`config.mk`:
```
export PLATFORM = sky130hd
export DESIGN_NAME = pulse_timer16
export DESIGN_NICKNAME = d
export VERILOG_FILES = /design/src/rtl/tmr16_pkg.sv /design/src/rtl/tmr16_edge_det.sv /design/src/rtl/tmr16_clk_sel.sv /design/src/rtl/tmr16_core.sv /design/src/rtl/pulse_timer16.sv
export SDC_FILE = /design/constraint.sdc
export NUM_CORES = 1
export LEC_CHECK = 0
export BUFFER_PORTS_ARGS = -buffer_cell sky130_fd_sc_hd__buf_2
export CORE_MARGIN = 8
export CORE_UTILIZATION = 31
export DETAILED_ROUTE_END_ITERATION = 10
export PLACE_DENSITY = 0.47
export SLEW_MARGIN = 20
export SYNTH_ARGS = -nofsm -noshare
export SYNTH_HDL_FRONTEND = slang
export SYNTH_SLANG_ARGS = --single-unit
```
`constraint.sdc`:
```
create_clock -name clk -period 1.8 [get_ports clk]
set_clock_uncertainty 0.05 [all_clocks]
set_input_delay 0.18 -clock clk [delete_from_list [all_inputs] [get_ports clk]]
set_output_delay 0.18 -clock clk [all_outputs]
set_load 0.005 [all_outputs]
```
`src/rtl/tmr16_pkg.sv`:
```
`timescale 1ns/1ps
// Shared types and register map of the 16-bit timer.
package tmr16_pkg;
    typedef enum logic [1:0] {
        MODE_FREE    = 2'd0,
        MODE_PWM     = 2'd1,
        MODE_ONESHOT = 2'd2
    } tmr_mode_e;

    localparam int ADDR_W = 3;

    localparam logic [ADDR_W-1:0] ADDR_CTRL = 3'd0;
    localparam logic [ADDR_W-1:0] ADDR_AUX  = 3'd1;
    localparam logic [ADDR_W-1:0] ADDR_CMP1 = 3'd2;
    localparam logic [ADDR_W-1:0] ADDR_CMP2 = 3'd3;
    localparam logic [ADDR_W-1:0] ADDR_CAP1 = 3'd4;
    localparam logic [ADDR_W-1:0] ADDR_CAP2 = 3'd5;
    localparam logic [ADDR_W-1:0] ADDR_CNT  = 3'd6;

    // control register bit positions
    localparam int C_PIN1_EN = 7;
    localparam int C_PIN2_EN = 6;
    localparam int C_ONESHOT = 5;
    localparam int C_PWM     = 4;
    localparam int C_CSEL_HI = 3;
    localparam int C_CSEL_LO = 2;
    localparam int C_CAP2_RE = 1;
    localparam int C_EXT_RE  = 0;

    // level/edge register bit positions
    localparam int A_CAP1_RE = 2;
    localparam int A_LVL_B   = 1;
    localparam int A_LVL_A   = 0;
endpackage

```
`src/rtl/tmr16_edge_det.sv`:
```
`timescale 1ns/1ps
// Synchronises an asynchronous input and flags one transition of the
// selected polarity for one clock. Assumes SYNC_STAGES >= 2 and that the
// input is low while reset is applied.
module tmr16_edge_det #(
    parameter int SYNC_STAGES = 2
) (
    input  logic clk,
    input  logic rst_n,
    input  logic din,
    input  logic rise_sel,
    output logic edge_o
);
    logic [SYNC_STAGES-1:0] sync_q;
    logic                   prev_q;
    logic                   cur;

    assign cur = sync_q[SYNC_STAGES-1];

    // shift the input through the synchroniser and keep the last level
    always_ff @(posedge clk) begin
        if (!rst_n) begin
            sync_q <= '0;
            prev_q <= 1'b0;
        end else begin
            sync_q <= {sync_q[SYNC_STAGES-2:0], din};
            prev_q <= cur;
        end
    end

    // pick the transition polarity
    always_comb begin
        edge_o = rise_sel ? (cur & ~prev_q) : (~cur & prev_q);
    end
endmodule

```
`src/rtl/tmr16_clk_sel.sv`:
```
`timescale 1ns/1ps
// Time base: a free-running prescaler gives one-clock ticks every 2, 4 or 8
// clocks, or the external edge flag is used. A restart clears the prescaler
// so that the next internal tick comes a full divider period later.
// Assumes PRE_W >= 3.
module tmr16_clk_sel #(
    parameter int PRE_W       = 3,
    parameter bit HAS_EXT_CLK = 1'b1
) (
    input  logic       clk,
    input  logic       rst_n,
    input  logic [1:0] clk_sel,
    input  logic       ext_edge,
    input  logic       restart,
    output logic       tick
);
    localparam logic [PRE_W-1:0] MASK_D2 = PRE_W'(1);
    localparam logic [PRE_W-1:0] MASK_D4 = PRE_W'(3);
    localparam logic [PRE_W-1:0] MASK_D8 = PRE_W'(7);

    logic [PRE_W-1:0] pre_q;
    logic [PRE_W-1:0] mask;
    logic             ext_tick;

    // prescaler count, cleared on restart
    always_ff @(posedge clk) begin
        if (!rst_n || restart) begin
            pre_q <= '0;
        end else begin
            pre_q <= pre_q + 1'b1;
        end
    end

    // an absent external pin yields no ticks at all
    assign ext_tick = ext_edge & HAS_EXT_CLK;

    // select the divider mask or the external tick
    always_comb begin
        mask = MASK_D4;
        tick = 1'b0;
        case (clk_sel)
            2'b00: mask = MASK_D4;
            2'b01: mask = MASK_D2;
            2'b10: mask = MASK_D8;
            default: mask = '0;
        endcase
        if (clk_sel == 2'b11) begin
            tick = ext_tick;
        end else begin
            tick = ((pre_q & mask) == mask);
        end
    end
endmodule

```
`src/rtl/tmr16_core.sv`:
```
`timescale 1ns/1ps
// Counter and mode engine. Plain mode counts freely and loads the compare
// latches on matches. Pulse-width mode reloads after compare 2 and derives
// pin 1 from compare 1. Single-pulse mode waits at zero for a trigger and
// runs until compare 1. Assumes mode only changes together with restart.
module tmr16_core
    import tmr16_pkg::*;
#(
    parameter int CNT_W = 16
) (
    input  logic             clk,
    input  logic             rst_n,
    input  logic             tick,
    input  logic             restart,
    input  tmr_mode_e        mode,
    input  logic             trig,
    input  logic [CNT_W-1:0] cmp1,
    input  logic [CNT_W-1:0] cmp2,
    input  logic             lvl_a,
    input  logic             lvl_b,
    output logic [CNT_W-1:0] cnt,
    output logic             run,
    output logic             pin1_lvl,
    output logic             pin2_lvl,
    output logic             pre_clr
);
    logic [CNT_W-1:0] cnt_q;
    logic             run_q;
    logic             oc1_q;
    logic             oc2_q;
    logic             hit1;
    logic             hit2;

    assign hit1 = (cnt_q == cmp1);
    assign hit2 = (cnt_q == cmp2);

    // counter, pulse state and compare latches
    always_ff @(posedge clk) begin
        if (!rst_n) begin
            cnt_q <= '0;
            run_q <= 1'b0;
            oc1_q <= 1'b0;
            oc2_q <= 1'b0;
        end else if (restart) begin
            cnt_q <= '0;
            run_q <= 1'b0;
        end else begin
            if (tick && hit2) begin
                oc2_q <= lvl_b;
            end
            case (mode)
                MODE_PWM: begin
                    if (tick) begin
                        cnt_q <= hit2 ? '0 : cnt_q + 1'b1;
                    end
                end
                MODE_ONESHOT: begin
                    if (!run_q) begin
                        if (trig) begin
                            run_q <= 1'b1;
                        end
                    end else if (tick) begin
                        if (hit1) begin
                            run_q <= 1'b0;
                            cnt_q <= '0;
                        end else begin
                            cnt_q <= cnt_q + 1'b1;
                        end
                    end
                end
                default: begin
                    if (tick) begin
                        cnt_q <= cnt_q + 1'b1;
                        if (hit1) begin
                            oc1_q <= lvl_a;
                        end
                    end
                end
            endcase
        end
    end

    // pin-1 level per mode
    always_comb begin
        case (mode)
            MODE_PWM:     pin1_lvl = (cnt_q < cmp1) ? lvl_b : lvl_a;
            MODE_ONESHOT: pin1_lvl = run_q ? lvl_b : lvl_a;
            default:      pin1_lvl = oc1_q;
        endcase
    end

    // an accepted trigger realigns the prescaler
    assign pre_clr  = (mode == MODE_ONESHOT) && !run_q && trig;
    assign cnt      = cnt_q;
    assign run      = run_q;
    assign pin2_lvl = oc2_q;
endmodule

```
`src/rtl/pulse_timer16.sv`:
```
`timescale 1ns/1ps
// Top of the 16-bit timer: register file, read mux, input edge detectors,
// time base and counter engine. Pin enables gate only the pins.
// Assumes CNT_W >= 8 so that the control byte fits the data word.
module pulse_timer16
    import tmr16_pkg::*;
#(
    parameter int CNT_W       = 16,
    parameter int SYNC_STAGES = 2,
    parameter bit HAS_EXT_CLK = 1'b1
) (
    input  logic             clk,
    input  logic             rst_n,
    input  logic             wr_en,
    input  logic [2:0]       wr_addr,
    input  logic [CNT_W-1:0] wr_data,
    input  logic [2:0]       rd_addr,
    output logic [CNT_W-1:0] rd_data,
    input  logic             ext_clk,
    input  logic             cap1_in,
    input  logic             cap2_in,
    output logic             oc1_pin,
    output logic             oc1_oe,
    output logic             oc2_pin,
    output logic             oc2_oe
);
    localparam int N_EDGE = 3;
    localparam int E_EXT  = 0;
    localparam int E_CAP1 = 1;
    localparam int E_CAP2 = 2;

    logic [7:0]       ctrl_q;
    logic [2:0]       aux_q;
    logic [CNT_W-1:0] cmp1_q;
    logic [CNT_W-1:0] cmp2_q;
    logic [CNT_W-1:0] cap1_q;
    logic [CNT_W-1:0] cap2_q;
    logic [CNT_W-1:0] cnt_q;
    logic             ctrl_wr;
    logic             tick;
    logic             run;
    logic             pin1_lvl;
    logic             pin2_lvl;
    logic             pre_clr;
    tmr_mode_e        mode;

    logic [N_EDGE-1:0] edge_in;
    logic [N_EDGE-1:0] edge_sel;
    logic [N_EDGE-1:0] edge_hit;

    assign ctrl_wr = wr_en && (wr_addr == ADDR_CTRL);

    assign edge_in[E_EXT]   = ext_clk;
    assign edge_in[E_CAP1]  = cap1_in;
    assign edge_in[E_CAP2]  = cap2_in;
    assign edge_sel[E_EXT]  = ctrl_q[C_EXT_RE];
    assign edge_sel[E_CAP1] = aux_q[A_CAP1_RE];
    assign edge_sel[E_CAP2] = ctrl_q[C_CAP2_RE];

    for (genvar gi = 0; gi < N_EDGE; gi++) begin : g_edge
        tmr16_edge_det #(
            .SYNC_STAGES(SYNC_STAGES)
        ) u_edge (
            .clk     (clk),
            .rst_n   (rst_n),
            .din     (edge_in[gi]),
            .rise_sel(edge_sel[gi]),
            .edge_o  (edge_hit[gi])
        );
    end

    // mode decode, pulse-width wins over single-pulse
    always_comb begin
        if (ctrl_q[C_PWM]) begin
            mode = MODE_PWM;
        end else if (ctrl_q[C_ONESHOT]) begin
            mode = MODE_ONESHOT;
        end else begin
            mode = MODE_FREE;
        end
    end

    // software registers and capture latches
    always_ff @(posedge clk) begin
        if (!rst_n) begin
            ctrl_q <= '0;
            aux_q  <= '0;
            cmp1_q <= '0;
            cmp2_q <= '0;
            cap1_q <= '0;
            cap2_q <= '0;
        end else begin
            if (wr_en) begin
                case (wr_addr)
                    ADDR_CTRL: ctrl_q <= wr_data[7:0];
                    ADDR_AUX:  aux_q  <= wr_data[2:0];
                    ADDR_CMP1: cmp1_q <= wr_data;
                    ADDR_CMP2: cmp2_q <= wr_data;
                    default: ;
                endcase
            end
            if (edge_hit[E_CAP1]) begin
                cap1_q <= cnt_q;
            end
            if (edge_hit[E_CAP2]) begin
                cap2_q <= cnt_q;
            end
        end
    end

    tmr16_clk_sel #(
        .PRE_W      (3),
        .HAS_EXT_CLK(HAS_EXT_CLK)
    ) u_clk_sel (
        .clk     (clk),
        .rst_n   (rst_n),
        .clk_sel (ctrl_q[C_CSEL_HI:C_CSEL_LO]),
        .ext_edge(edge_hit[E_EXT]),
        .restart (ctrl_wr | pre_clr),
        .tick    (tick)
    );

    tmr16_core #(
        .CNT_W(CNT_W)
    ) u_core (
        .clk     (clk),
        .rst_n   (rst_n),
        .tick    (tick),
        .restart (ctrl_wr),
        .mode    (mode),
        .trig    (edge_hit[E_CAP1]),
        .cmp1    (cmp1_q),
        .cmp2    (cmp2_q),
        .lvl_a   (aux_q[A_LVL_A]),
        .lvl_b   (aux_q[A_LVL_B]),
        .cnt     (cnt_q),
        .run     (run),
        .pin1_lvl(pin1_lvl),
        .pin2_lvl(pin2_lvl),
        .pre_clr (pre_clr)
    );

    // register read mux
    always_comb begin
        case (rd_addr)
            ADDR_CTRL: rd_data = CNT_W'(ctrl_q);
            ADDR_AUX:  rd_data = CNT_W'(aux_q);
            ADDR_CMP1: rd_data = cmp1_q;
            ADDR_CMP2: rd_data = cmp2_q;
            ADDR_CAP1: rd_data = cap1_q;
            ADDR_CAP2: rd_data = cap2_q;
            ADDR_CNT:  rd_data = cnt_q;
            default:   rd_data = '0;
        endcase
    end

    assign oc1_oe  = ctrl_q[C_PIN1_EN];
    assign oc2_oe  = ctrl_q[C_PIN2_EN];
    assign oc1_pin = oc1_oe & pin1_lvl;
    assign oc2_pin = oc2_oe & pin2_lvl;
endmodule

```
-- Word level (Yosys, flattened, before mapping)
Cells that the tools add are included.
- $add $sub $neg: 2
- order comparisons: 1
- equality and inequality tests: 18
- multiplexer cells: 22
- bitwise gates (word level): 19
- reductions and logical operators: 19
- operators with widths (kind ; number):
    $pmux W16 S7 ; 1
    $mux W16 ; 6
    $eq A16 B16 Y1 ; 2
    $pmux W16 S2 ; 1
    $add A16 B1 Y16 const B ; 1
    $lt A16 B16 Y1 ; 1
    $eq A3 B2 Y1 const B ; 4
    $reduce_and A2 Y1 ; 6
    $mux W1 ; 10
    $eq A3 B3 Y1 const B ; 3
    $not A1 Y1 ; 9
    $pmux W3 S3 ; 1
    $and A1 B1 Y1 ; 8
    $eq A2 B2 Y1 const B ; 3
    $eq A3 B1 Y1 const B ; 2
    $logic_not A3 Y1 ; 2
    $eq A2 B1 Y1 const B ; 2
    $logic_and A1 B1 Y1 ; 4
    $mux W2 ; 2
    $reduce_and A4 Y1 ; 1
    $reduce_or A2 Y1 ; 2
    $add A3 B1 Y3 const B ; 1
    $and A3 B3 Y3 ; 1
    $eq A3 B3 Y1 ; 1
    other kinds (6) ; 7
- flip-flop bits (word level): 106
- input port bits: 28
- output and inout port bits: 20
- logic and storage cells: 98

-- Depth between registers and ports, before layout
- depth after elaboration: 8
- mapped depth: 10
- gate-level depth less buffers: 8

-- Cells and area by module
A second synthesis with hierarchy kept.
- cell total of the unflattened synthesis: 606
- area, all modules: 5470.2 um^2
- modules (own cells, without submodules) (module ; instances ; cells an instance ; area an instance (um^2) ; seq. area each (um^2)):
    pulse_timer16 ; 1 ; 375 ; 3478.3 ; 1501.4
    tmr16_core ; 1 ; 189 ; 1545.2 ; 380.4
    tmr16_edge_det ; 3 ; 9 ; 102.6 ; 60.1
    tmr16_clk_sel ; 1 ; 15 ; 138.9 ; 60.1

-- Worst setup path after synthesis
No wires, ideal clock.
- path type: register -> register
- from: register u_core.cnt_q[0] (netlist: u_core.cnt[0])
- to: register u_core.cnt_q[3] (netlist: u_core.cnt[3])
- library setup time: 0.115 ns
- arrival time: 1.614 ns
- required time: 1.635 ns
- setup slack: 0.021 ns
- stages on the path, launching flop included: 11
- path buffers: 2
- clock period less this slack: 1.779 ns
- cells stage by stage: dfxtp_1 buf_2 inv_1 ha_1 nand4_1 nor2_1 and3_1 a21oi_2 o21bai_4 buf_12 nor2_2
- cells in the longest elaborated chain, start to end: 5
- elaborated cells on any way between the ends: 10
- those cells by class: add/sub: 1; eq/ne: 2; mux: 7
- ends and longest elaborated chain (what ; RTL line ; text):
    start: declaration ; tmr16_core.sv:27 ; logic [CNT_W-1:0] cnt_q;
    start signal: assignment ; tmr16_core.sv:54 ; cnt_q <= hit2 ? '0 : cnt_q + 1'b1;
    start signal: assignment ; tmr16_core.sv:67 ; cnt_q <= cnt_q + 1'b1;
    start signal: assignment ; tmr16_core.sv:73 ; cnt_q <= cnt_q + 1'b1;
    $add A16 B1 Y16 / $eq A16 B16 Y1 (equally long branches) ; - ;
    $mux W16 ; tmr16_core.sv:63 ; if (hit1) begin
    $mux W16 ; tmr16_core.sv:62 ; end else if (tick) begin
    $mux W16 ; tmr16_core.sv:58 ; if (!run_q) begin
    $pmux W16 S2 (*) ; tmr16_core.sv:51 ; case (mode)
Mark *: on every way between the ends. The rest lies on a longest branch, timed or not. The select of a mux whose other input is x is not followed.
A chain may end at the register's enable or synchronous reset.

-- Worst setup path after layout
- from: register cmp1_q[11]
- to: output port oc1_pin
- cells in the longest elaborated chain, start to end: 4
- ends and longest elaborated chain (what ; RTL line ; text):
    start: declaration ; pulse_timer16.sv:34 ; logic [CNT_W-1:0] cmp1_q;
    start signal: assignment ; pulse_timer16.sv:97 ; ADDR_CMP1: cmp1_q <= wr_data;
    $lt A16 B16 Y1 ; tmr16_core.sv:86 ; MODE_PWM: pin1_lvl = (cnt_q < cmp1) ? lvl_b : lvl_a;
    $mux W1 ; tmr16_core.sv:86 ;
    $pmux W1 S2 ; tmr16_core.sv:85 ; case (mode)
    $and A1 B1 Y1 ; pulse_timer16.sv:159 ; assign oc1_pin = oc1_oe & pin1_lvl;
    end: declaration ; pulse_timer16.sv:22 ; output logic oc1_pin,
Every way passes these cells.

==> impl_metrics.env <==
export IMPL_status="finished with violations"
export IMPL_violations="setup timing"
export IMPL_initial_core_util_pct=31.7
export IMPL_fillers=1789
export IMPL_drive_gt1_share_pct=33.5
export IMPL_rsz0062_at_grt="true"
export IMPL_finalSetupViolCount=23
export IMPL_grt_overflow_total=0
export IMPL_cts_tree="yes"
export IMPL_cp_top_family="simple AND/OR/NAND/NOR gates"
export IMPL_fmax_mhz=435
export IMPL_ioPinCount=48
export IMPL_clock_path_buffers=2
export IMPL_crit_fanout=2
export IMPL_final_cell_mix="103 x nand2_1, 87 x dfxtp_1, 86 x buf_4, 47 x mux2i_1"
export IMPL_power_density_mw_per_mm2=692
export IMPL_cp_num_buf_inv=3
export IMPL_vdd_drop_max_v=0.000478
export IMPL_yosysTopAreaCellShare_pct=37.3
export IMPL_power_total_w=0.00520
export IMPL_antenna_found_initial=0
export IMPL_diodes=0
export IMPL_ys_seq_area_share_pct=37.3
export IMPL_routed_via_density=4.81
export IMPL_postSynthAreaPerCell_um2=8.90
export IMPL_report_final_slew_viol_count=0
export IMPL_p_leak_nw=3.08
export IMPL_cts_buffers=9
export IMPL_critPathCaptureType="output port"
export IMPL_fin_setup_tns_ps=-3740
export IMPL_crit_chain="inv_2 > ha_4 > nand4_1 > buf_4 > nand2b_4 > a31oi_4 > nor4b_4 > nor3b_2 > buf_2"
export IMPL_hold_viol_final=0
export IMPL_synth_area_mm2=0.00569
export IMPL_post_route_drc_count=0
export IMPL_grt_max_degree=88
export IMPL_htreeDepth=3
export IMPL_portBuffers=47
export IMPL_yosysWarnings=0
export IMPL_slowest_delay_ps=330
export IMPL_cpMaxStageDelayCell="dfxtp_2"
export IMPL_yosys_register_bits=106
export IMPL_fin_crit_sh_pct=128
export IMPL_grt_pass1_vias=4881
export IMPL_ys_flop_type="dfxtp_1"
export IMPL_area_growth_syn_to_layout_pct=32.0
export IMPL_final_common_cell="nand2_1"
export IMPL_clk_latency_ps=360
export IMPL_layout_setup_ws_ps=-497
export IMPL_critPathLaunchType="register"
export IMPL_yosysUniqueCellTypes=57
export IMPL_drt_wl_total_mm=17.3
export IMPL_core_mm2=0.0180
export IMPL_grt_pass1_wl_mm=27.0
export IMPL_syn_nets=685
export IMPL_ant_nets=0
export IMPL_dp_hpwl_mm=12.6
export IMPL_die_y_um=151
export IMPL_synthArstFlopShare_pct=0
export IMPL_min_delay_path_class="primary input to register"
export IMPL_routedWlPerCell_um=17.5
export IMPL_synthCells=639
export IMPL_rows=49
export IMPL_worst_slew_pin_slew_ps=569
export IMPL_die_x_um=151
export IMPL_path_class="register to output port"
export IMPL_cts_root_buffer="clkbuf_16"
export IMPL_cts_clk_slew_worst_paths_ps=70
export IMPL_cp_data_arrival_time_ps=2070
export IMPL_maxCapViolCount=0
export IMPL_drt_iter0_drc=271
export IMPL_synth_edf_count=0
export IMPL_period_needed_ps=2300
export IMPL_relSlewSlack_pct=62.0
export IMPL_cp_data_required_time_ps=1570
export IMPL_fin_nets=803
export IMPL_netlist_top_cells_area="dfxtp_1 37%, mux2i_1 9.1%, nand2_1 6.8%"
export IMPL_firstDrtPassIters=4
export IMPL_routabilityCongestion=0.882
export IMPL_dieArea_mm2=0.0229
export IMPL_yosysTopAreaCell="dfxtp_1"
export IMPL_via_count=4769
export IMPL_cts_sinks=106
export IMPL_dp_slack_ps=-283
export IMPL_gr_usage_all_layers_pct=15.5
## power breakdown
part / switching (W) / internal (W) / leakage, nW
Combinational: 0.000300 / 0.000273 / 2.05
Sequential: 0.0000275 / 0.00238 / 0.867
Clock: 0.000921 / 0.00130 / 0.163
Total: 0.00125 / 0.00395 / 3.08
## cell usage after synthesis, drive strengths merged, types with 5 or more instances
library cell / n
a21boi: 41
o21ai: 15
nand3: 10
buf: 19
mux2i: 52
xor2: 9
ha: 18
nand2: 103
nor3: 5
and2: 12
nor3b: 5
a22o: 7
nor2: 37
a21oi: 22
clkbuf: 27
nor2b: 47
inv: 20
xnor2: 20
dfxtp: 106
nand4: 14
mux2: 5
a221o: 7
## state kept, by name (all words and copies together) (netlist names), 3 cells and up
| name | cells |
|---|---|
| g_edge.u_edge.sync_q | 6 |
| cap1_q | 16 |
| g_edge.u_edge.prev_q | 3 |
| aux_q | 3 |
| u_core.cnt | 16 |
| ctrl_q | 8 |
| cap2_q | 16 |
| u_clk_sel.pre_q | 3 |
| cmp2_q | 16 |
| cmp1_q | 16 |
## metal layers
layer  track usage [%]  wire length [µm]  up-vias
li1                  -                 -     2414
met1              21.4              8510     2272
met3              2.49               759       13
met5                 0                 0        -
met2              24.5              7850       70
met4              4.45               217        0
## cells by family (layout without fill, tap and decap cells)
group / after synthesis / in the layout / share of synthesized area [%]
multiplexers: 61 / 61 / 11.7
AND/OR/NAND/NOR: 252 / 252 / 23.0
AO/OA/AOI/OAI: 107 / 107 / 13.6
flip-flops: 106 / 106 / 37.3
XOR/XNOR: 29 / 29 / 4.73
adder cells (fa/ha/maj): 18 / 18 / 3.96
buffers and inverters: 66 / 189 / 5.65
## final timing paths
path / startpoint / to / slack (ps) / cells after the start
max: cmp1_q[11] / oc1_pin / -500 / 9
min: wr_data[15] / cmp1_q[15] / 10 / 3
max reg2reg: cmp1_q[14] / u_core.cnt[12] / -200 / 10
min reg2reg: g_edge[0].u_edge.sync_q[0] / g_edge[0].u_edge.sync_q[1] / 380 / 1
## tightest hold or removal path, cell delays in order
cell and delay (ps):
buf_2 100, nand2_1 50, a21boi_1 50
## layout make-up
class	instances	area, µm²	share of cell area [%]
flip-flops and latches	106	2150	28.6
multi-input cells	467	3490	46.5
inverters	20	75.1	1.00
clock inverters	4	73.8	0.983
repair buffers	153	1170	15.6
clock buffers	12	256	3.42
well taps	229	287	3.82
## metrics by stage
| step | std cells | hold slack, ps | cell area [µm²] | utilization (%) |
|---|---|---|---|---|
| final | 991 | 10.6 | 7510 | 41.8 |
| after global routing | 991 | 25.1 | 7510 | 41.8 |
| after CTS | 986 | 7.16 | 7340 | 40.8 |
| after detailed placement | 962 | 342 | 6730 | 37.4 |
| after global placement | 962 | 339 | 6730 | 37.4 |
| after floorplan | 639 | 257 | 5690 | - |
## what timing repair did
item                                    CTS  global route
hold buffers                              3             0
pin swaps                                15            14
buffers inserted                          4             8
endpoints found under the setup margin   30            33
endpoints found under the hold margin     3             0
gates resized for setup                  53            35
cloned                                    1             0
(Power assumes the default switching activity.)
